--- src/rtl/pit_pkg.sv ---
package pit_pkg;

  typedef enum logic [1:0] {
    RUN_IDLE = 2'd0,
    RUN_PEND = 2'd1,
    RUN_ACT  = 2'd2
  } run_e;

  typedef enum logic [1:0] {
    ACC_LATCH = 2'd0,
    ACC_LO    = 2'd1,
    ACC_HI    = 2'd2,
    ACC_WORD  = 2'd3
  } acc_e;

  typedef enum logic [2:0] {
    MD_TCINT   = 3'd0,
    MD_ONESHOT = 3'd1,
    MD_RATE    = 3'd2,
    MD_SQUARE  = 3'd3,
    MD_STROBE  = 3'd4
  } mode_e;

  // Codes above 4 alias onto supported behaviours.
  function automatic mode_e fold_mode(input logic [2:0] code);
    case (code)
      3'd0:    fold_mode = MD_TCINT;
      3'd1:    fold_mode = MD_ONESHOT;
      3'd2:    fold_mode = MD_RATE;
      3'd3:    fold_mode = MD_SQUARE;
      3'd6:    fold_mode = MD_RATE;
      3'd7:    fold_mode = MD_SQUARE;
      default: fold_mode = MD_STROBE;
    endcase
  endfunction

endpackage

--- src/rtl/pit_cmd_dec.sv ---
module pit_cmd_dec
  import pit_pkg::*;
#(
  parameter int NUM_CH = 3,
  parameter int BYTE_W = 8
) (
  input  logic              we,
  input  logic [BYTE_W-1:0] din,
  output logic [NUM_CH-1:0] ch_we,
  output acc_e              acc,
  output logic [2:0]        mode
);
  localparam int SEL_LSB = BYTE_W - 2;

  logic unused_bcd;
  assign unused_bcd = din[0];

  assign acc  = acc_e'(din[SEL_LSB-1 -: 2]);
  assign mode = din[3:1];

  // channel field value 3 matches no channel and is dropped
  for (genvar i = 0; i < NUM_CH; i++) begin : g_sel
    assign ch_we[i] = we && (din[BYTE_W-1:SEL_LSB] == 2'(i));
  end
endmodule

--- src/rtl/pit_aux_reg.sv ---
module pit_aux_reg #(
  parameter int BYTE_W   = 8,
  parameter int GATE_BIT = 0,
  parameter int OUT_BIT  = 5
) (
  input  logic              clk,
  input  logic              rst,
  input  logic              we,
  input  logic [BYTE_W-1:0] din,
  input  logic              out_pin,
  output logic [BYTE_W-1:0] rd_val,
  output logic              gate
);
  localparam logic [BYTE_W-1:0] OUT_MASK = BYTE_W'(1) << OUT_BIT;

  logic [BYTE_W-1:0] aux_q;

  always_ff @(posedge clk) begin
    if (rst)     aux_q <= '0;
    else if (we) aux_q <= din & ~OUT_MASK;
  end

  assign gate   = aux_q[GATE_BIT];
  assign rd_val = aux_q | ((aux_q[GATE_BIT] && out_pin) ? OUT_MASK : '0);

  // a stored write never carries the readback bit
  a_r13_outbit_dropped: assert property (@(posedge clk) disable iff (rst)
    we |=> !aux_q[OUT_BIT]);
endmodule

--- src/rtl/pit_channel.sv ---
module pit_channel
  import pit_pkg::*;
#(
  parameter int CNT_W  = 16,
  parameter int BYTE_W = 8
) (
  input  logic              clk,
  input  logic              rst,
  input  logic              tick_en,
  input  logic              cmd_we,
  input  acc_e              cmd_acc,
  input  logic [2:0]        cmd_mode,
  input  logic              data_we,
  input  logic              data_re,
  input  logic [BYTE_W-1:0] data_in,
  output logic [BYTE_W-1:0] rd_byte,
  output logic              out_pin,
  output logic              evt
);
  run_e              run_q;
  mode_e             mode_q;
  acc_e              acc_q;
  logic              wr_hi_q, rd_hi_q, latched_q, out_q, evt_q;
  logic [CNT_W-1:0]  latch_q, reload_q, count_q;

  logic [CNT_W:0]    eff_cnt, step_w;
  logic              at_tc, last_byte, keep_running;
  logic [CNT_W-1:0]  reload_even, load_val, rd_src;
  mode_e             new_mode;

  assign new_mode     = fold_mode(cmd_mode);
  assign eff_cnt      = (count_q == '0) ? {1'b1, {CNT_W{1'b0}}} : {1'b0, count_q};
  assign step_w       = (mode_q == MD_SQUARE) ? (CNT_W+1)'(2) : (CNT_W+1)'(1);
  assign at_tc        = (eff_cnt <= step_w);
  assign reload_even  = {reload_q[CNT_W-1:1], 1'b0};
  assign load_val     = (mode_q == MD_SQUARE) ? reload_even : reload_q;
  assign last_byte    = (acc_q == ACC_LO) || (acc_q == ACC_HI) ||
                        ((acc_q == ACC_WORD) && wr_hi_q);
  assign keep_running = (mode_q == MD_RATE) && (run_q == RUN_ACT);
  assign rd_src       = latched_q ? latch_q : count_q;
  assign rd_byte      = rd_hi_q ? rd_src[CNT_W-1:BYTE_W] : rd_src[BYTE_W-1:0];
  assign out_pin      = out_q;
  assign evt          = evt_q;

  always_ff @(posedge clk) begin
    if (rst) begin
      run_q     <= RUN_IDLE;
      mode_q    <= MD_TCINT;
      acc_q     <= ACC_LATCH;
      wr_hi_q   <= 1'b0;
      rd_hi_q   <= 1'b0;
      latched_q <= 1'b0;
      latch_q   <= '0;
      reload_q  <= '0;
      count_q   <= '0;
      out_q     <= 1'b0;
      evt_q     <= 1'b0;
    end else begin
      evt_q <= 1'b0;
      if (cmd_we) begin
        if (cmd_acc == ACC_LATCH) begin
          if (!latched_q) begin
            latch_q   <= count_q;
            latched_q <= 1'b1;
          end
        end else begin
          mode_q  <= new_mode;
          acc_q   <= cmd_acc;
          wr_hi_q <= (cmd_acc == ACC_HI);
          run_q   <= RUN_IDLE;
          out_q   <= !((new_mode == MD_TCINT) || (new_mode == MD_ONESHOT));
        end
      end else if (data_we) begin
        case (acc_q)
          ACC_LO: reload_q[BYTE_W-1:0]     <= data_in;
          ACC_HI: reload_q[CNT_W-1:BYTE_W] <= data_in;
          ACC_WORD: begin
            if (wr_hi_q) reload_q[CNT_W-1:BYTE_W] <= data_in;
            else         reload_q[BYTE_W-1:0]     <= data_in;
            wr_hi_q <= !wr_hi_q;
          end
          default: ;
        endcase
        if (last_byte && !keep_running) run_q <= RUN_PEND;
      end else if (tick_en) begin
        if (run_q == RUN_PEND) begin
          count_q <= load_val;
          run_q   <= RUN_ACT;
        end else if (run_q == RUN_ACT) begin
          if (at_tc) begin
            case (mode_q)
              MD_TCINT: begin
                run_q   <= RUN_IDLE;
                count_q <= '0;
                if (!out_q) begin
                  out_q <= 1'b1;
                  evt_q <= 1'b1;
                end
              end
              MD_ONESHOT: begin
                count_q <= reload_q;
                if (!out_q) begin
                  out_q <= 1'b1;
                  evt_q <= 1'b1;
                end
              end
              MD_RATE: begin
                count_q <= reload_q;
                evt_q   <= 1'b1;
              end
              MD_SQUARE: begin
                count_q <= reload_even;
                out_q   <= !out_q;
                evt_q   <= !out_q;
              end
              default: begin
                run_q   <= RUN_IDLE;
                count_q <= '0;
              end
            endcase
          end else begin
            count_q <= count_q - step_w[CNT_W-1:0];
          end
        end
      end
      if (data_re) begin
        rd_hi_q <= !rd_hi_q;
        if (rd_hi_q && latched_q) latched_q <= 1'b0;
      end
    end
  end

  // output events come only from a channel that was counting
  a_r9_evt_from_running: assert property (@(posedge clk) disable iff (rst)
    evt_q |-> ($past(run_q) == RUN_ACT));

  // the latch is dropped only by reading its high byte
  a_r3_latch_release: assert property (@(posedge clk) disable iff (rst)
    $fell(latched_q) |-> $past(data_re && rd_hi_q));

  // a square-wave load is even
  a_r7_square_even_load: assert property (@(posedge clk) disable iff (rst)
    ((run_q == RUN_ACT) && (mode_q == MD_SQUARE) && ($past(run_q) == RUN_PEND))
      |-> !count_q[0]);

  // a running rate generator keeps counting across a reload write
  a_r10_rate_defer: assert property (@(posedge clk) disable iff (rst)
    ((run_q == RUN_ACT) && (mode_q == MD_RATE) && data_we && !cmd_we)
      |=> (run_q == RUN_ACT));

  // a real command leaves the channel idle
  a_r6_cmd_idles: assert property (@(posedge clk) disable iff (rst)
    (cmd_we && (cmd_acc != ACC_LATCH)) |=> (run_q == RUN_IDLE));
endmodule

--- src/rtl/prog_interval_timer.sv ---
module prog_interval_timer
  import pit_pkg::*;
#(
  parameter int CNT_W    = 16,
  parameter int ADDR_W   = 3,
  parameter int CMD_ADDR = 3,
  parameter int AUX_ADDR = 4,
  parameter int GATE_BIT = 0,
  parameter int OUT_BIT  = 5
) (
  input  logic        clk,
  input  logic        rst,
  input  logic        tick,
  input  logic        bus_en,
  input  logic        bus_we,
  input  logic [2:0]  bus_addr,
  input  logic [7:0]  bus_wdata,
  output logic [7:0]  bus_rdata,
  output logic        irq,
  output logic [2:0]  ch_out
);
  localparam int NUM_CH = 3;
  localparam int BYTE_W = 8;
  localparam int IRQ_CH = 0;
  localparam int AUX_CH = NUM_CH - 1;

  logic              wr_cyc, rd_cyc;
  logic [NUM_CH-1:0] cmd_ch_we, ch_evt, ch_tick;
  acc_e              cmd_acc;
  logic [2:0]        cmd_mode;
  logic [BYTE_W-1:0] ch_byte [NUM_CH];
  logic [BYTE_W-1:0] aux_rd;
  logic              aux_gate;
  logic [BYTE_W-1:0] rdata_q;

  assign wr_cyc = bus_en && bus_we;
  assign rd_cyc = bus_en && !bus_we;

  pit_cmd_dec #(.NUM_CH(NUM_CH), .BYTE_W(BYTE_W)) u_dec (
    .we    (wr_cyc && (bus_addr == ADDR_W'(CMD_ADDR))),
    .din   (bus_wdata),
    .ch_we (cmd_ch_we),
    .acc   (cmd_acc),
    .mode  (cmd_mode)
  );

  pit_aux_reg #(.BYTE_W(BYTE_W), .GATE_BIT(GATE_BIT), .OUT_BIT(OUT_BIT)) u_aux (
    .clk     (clk),
    .rst     (rst),
    .we      (wr_cyc && (bus_addr == ADDR_W'(AUX_ADDR))),
    .din     (bus_wdata),
    .out_pin (ch_out[AUX_CH]),
    .rd_val  (aux_rd),
    .gate    (aux_gate)
  );

  for (genvar i = 0; i < NUM_CH; i++) begin : g_ch
    if (i == AUX_CH) begin : g_gated
      assign ch_tick[i] = tick && aux_gate;
    end else begin : g_free
      assign ch_tick[i] = tick;
    end

    pit_channel #(.CNT_W(CNT_W), .BYTE_W(BYTE_W)) u_ch (
      .clk      (clk),
      .rst      (rst),
      .tick_en  (ch_tick[i]),
      .cmd_we   (cmd_ch_we[i]),
      .cmd_acc  (cmd_acc),
      .cmd_mode (cmd_mode),
      .data_we  (wr_cyc && (bus_addr == ADDR_W'(i))),
      .data_re  (rd_cyc && (bus_addr == ADDR_W'(i))),
      .data_in  (bus_wdata),
      .rd_byte  (ch_byte[i]),
      .out_pin  (ch_out[i]),
      .evt      (ch_evt[i])
    );
  end

  always_ff @(posedge clk) begin
    if (rst) begin
      rdata_q <= '0;
    end else if (rd_cyc) begin
      if (bus_addr < ADDR_W'(NUM_CH))          rdata_q <= ch_byte[bus_addr[1:0]];
      else if (bus_addr == ADDR_W'(AUX_ADDR))  rdata_q <= aux_rd;
      else                                     rdata_q <= '0;
    end
  end

  assign bus_rdata = rdata_q;
  assign irq       = ch_evt[IRQ_CH];
endmodule

--- config.mk ---
export PLATFORM = sky130hd
export DESIGN_NAME = prog_interval_timer
export DESIGN_NICKNAME = d
export VERILOG_FILES = /design/src/rtl/pit_pkg.sv /design/src/rtl/pit_cmd_dec.sv /design/src/rtl/pit_aux_reg.sv /design/src/rtl/pit_channel.sv /design/src/rtl/prog_interval_timer.sv
export SDC_FILE = /design/constraint.sdc
export NUM_CORES = 1
export LEC_CHECK = 0
export BUFFER_PORTS_ARGS = -buffer_cell sky130_fd_sc_hd__buf_2
export CAP_MARGIN = 20
export CORE_MARGIN = 2
export CORE_UTILIZATION = 40
export CTS_CLUSTER_SIZE = 20
export DETAILED_ROUTE_END_ITERATION = 7
export GPL_ROUTABILITY_DRIVEN = 0
export PLACE_DENSITY_LB_ADDON = 0.12
export SYNTH_ARGS = -nofsm -noshare
export SYNTH_HDL_FRONTEND = slang
export SYNTH_SLANG_ARGS = --single-unit
export TNS_END_PERCENT = 20
--- constraint.sdc ---
create_clock -name clk -period 5.9 [get_ports clk]
set_input_delay 1.18 -clock clk [delete_from_list [all_inputs] [get_ports clk]]
set_output_delay 1.18 -clock clk [all_outputs]
set_load 0.01 [all_outputs]
==> metrics.txt <==
Finished Cell Area=10,970 sq um; cts repair resizes=0; Area growth syn-to-layout=8.853%; crit path time final=about 3.7 ns; hpwl dp=approximately 20,000 microns; Core Util, Final=approximately 44%; Setup Fix Bufs, Post-CTS=0; top cell type's share of synthesized area=about two fifths; EDFF count, synth=0; Lkg Pwr=~4.0 nW; CP bufs+invs=1; Synth Register Bits=193; Clk Latency, worst-skew pair=around 0.44 ns; cell taking the most area after synthesis=dfxtp_1; share of layout cells above drive strength 1=around 9.7%; Synth area leaders=dfxtp_1 38%, mux2i_1 11%, nor2_1 7.1%, mux4_2 5.1%, a21oi_1 3.8%; Max Cap Viol=0; Sw Pwr=0.0006747 W; DP Area=approximately 10,000 sq um; Final ANT Viol Nets=0; Hold WC Path Type=flip-flop to flip-flop; Worst Setup Path Type=primary input to flip-flop; outcome=complete, no violations; setup violators final=0; first-pass GRT wire length=~45,000 microns; # DRC=0; clock slew at reported path FFs=roughly 0.08 ns; delay-heaviest family, CP=simple AND/OR/NAND/NOR gates; CTS tree=built; initial antenna violation count=0; unique cell type count in the Yosys netlist=between 60 and 70; RSZ-0062 raised after global routing=no; drt pass-1 iters=5; CTS buffer count=17; vias in the first global route=between 7,000 and 8,000; overall power=around 0.0026 W; Reg power frac=50.0%; antenna cells=0; Ports=28; maximum clock rate=approximately 270 MHz; type of origin of the critical path=primary input; Cells after Synth=between 1,000 and 1,500; vias=between 8,000 and 9,000; Clock Tree Buf Depth=2; WL final=28,510 microns; pre-CTS setup slack=between 1.5 and 2 ns; combinational share of power=5.3%; Mapped Area=10,080 sq um; CTS H-tree depth=4; ys async rst share=0%; total die area=26,480 sq um; CP cell instances=buf_2 > nand4b_1 > nor3_1 > nand2_1 > mux2i_1 > nor2_1; relative slew slack=24.43%; overall routing resource usage=between 20% and 30%; slowest CP cell=nor3_1; P_int=roughly 0.002 W; vias per std cell=roughly 5.7; Pwr per Cell Area=around 240 nW/um^2; CP Max Fanout=19; Die Height=approximately 160 microns; Slew Limit Fails=0; Clock Power Share=44.7%; I/O Buffers=27; Final TNS setup=0 ns; Worst EP arrival=3.97 ns; sequential-to-total area share from yosys stat=about two fifths; worst vdd ir=0.0001863 V; Synthesis Warnings=0; slowest cell delay on critical path=roughly 0.91 ns; DRC marker count from the first detailed-route iteration=roughly 680; hold_buf cts=0; Period Utilization, post-route=between 60 and 70%; Net Count, Synth=1,189; pin count of the biggest net entering global routing=a little over 90; most frequent cells after synthesis=193 x dfxtp_1, 190 x nor2_1, 106 x mux2i_1; Final Hold Viols=0; setup ws final=around 2.2 ns; Die Width=around 160 microns; # rows=58; TritonCTS Sinks=193; Starting Density=about 40%; worst slew pin tran=between 1 and 1.5 ns; clk_skew=between 0.015 and 0.02 ns; most common cell in the netlist=dfxtp_1; Switching Fraction=about a quarter; Req. time, crit path=~6.2 ns; WL/cell=between 15 and 20 microns; clock root buffer=clkbuf_16; grt ovf=0; Core Region=about 25,000 sq um; ys flop type=dfxtp_1; Crit. End Element=flip-flop; layout net count=between 1,000 and 1,500; syn avg cell area=8.816 sq um
## through the flow
step           hold slack, ns  instances
2_1_floorplan          0.4348       1143
5_1_grt                0.5035       1462
6_report               0.4919       1462
4_1_cts                0.4846       1462
3_3_place_gp           0.4542       1430
3_5_place_dp           0.4638       1430
## cells in the final DEF (no fill, tap or decap), types with 10 or more instances in the layout
cell type,n
a21oi_1,77
nor2_1,190
nor4_1,11
ha_1,27
nand3_1,22
o31ai_1,10
mux4_2,23
xor2_1,17
nor2b_1,12
dfxtp_1,193
buf_2,26
nand2b_1,17
clkbuf_16,17
a211oi_1,14
nand2_1,73
o21ai_0,25
or3_1,10
inv_1,39
a221oi_1,18
buf_4,11
mux2i_1,106
nor3_1,44
## state kept, by name, summed over array words and instances, names as in the netlist, 3 cells and up
| register | flops |
|---|---|
| g_ch.u_ch.count_q | 48 |
| g_ch.u_ch.latch_q | 48 |
| g_ch.u_ch.reload_q | 48 |
| g_ch.u_ch.mode_q | 9 |
| bus_rdata | 8 |
| u_aux.aux_q | 7 |
| g_ch.u_ch.acc_q | 6 |
| g_ch.u_ch.run_q | 6 |
| g_ch.u_ch.latched_q | 3 |
| g_ch.u_ch.out_pin | 3 |
| g_ch.u_ch.rd_hi_q | 3 |
| g_ch.u_ch.wr_hi_q | 3 |
## final cells by class
type / instances / area, sq um
repair buffers: 38 / 224.0
multi-input cells: 829 / 5734
clock buffers: 19 / 442.9
flip-flops and latches: 193 / 3864
clock inverters: 13 / 141.4
fillers: 2465 / 13990
inverters: 40 / 150.1
well taps: 330 / 412.9
## cells by family after synthesis
family | Yosys count | share of synthesized area, %
AO/OA/AOI/OAI | 210 | 14.23
XOR/XNOR | 26 | 2.260
adder cells (fa/ha/maj) | 30 | 3.948
buffers and inverters | 121 | 4.855
flip-flops | 193 | 38.34
multiplexers | 132 | 16.15
AND/OR/NAND/NOR | 431 | 20.21
## power groups by stage
stage / logic [W] / registers, W / clock network (W)
2_1_floorplan: 0.0000929 / 0.00134 / 0
3_3_place_gp: 0.000139 / 0.00135 / 0
3_5_place_dp: 0.000139 / 0.00135 / 0
4_1_cts: 0.000140 / 0.00132 / 0.00121
5_1_grt: 0.000152 / 0.00132 / 0.00126
6_report: 0.000140 / 0.00132 / 0.00118
## per-layer routing
metal  vias to the layer above  wire length, microns  global-route usage, %
met5                         -                     0                      0
met1                      4049                 14020                  32.16
li1                       4053                     -                      -
met3                        19                  1191                  3.005
met2                       196                 12940                  34.21
met4                         0                   361                  4.907
## path summary, 6_finish.rpt
kind,startpoint,endpoint,slack (ns),cells past startpoint
worst max-delay path,bus_addr[2],g_ch[2].u_ch.latch_q[4],2.22,6
worst min-delay path,g_ch[2].u_ch.reload_q[5],g_ch[2].u_ch.count_q[5],0.49,1
worst max register to register,g_ch[1].u_ch.mode_q[2],g_ch[1].u_ch.count_q[10],2.64,11
worst min register to register,g_ch[2].u_ch.reload_q[5],g_ch[2].u_ch.count_q[5],0.49,1
Power figures use the tool's default switching activity.
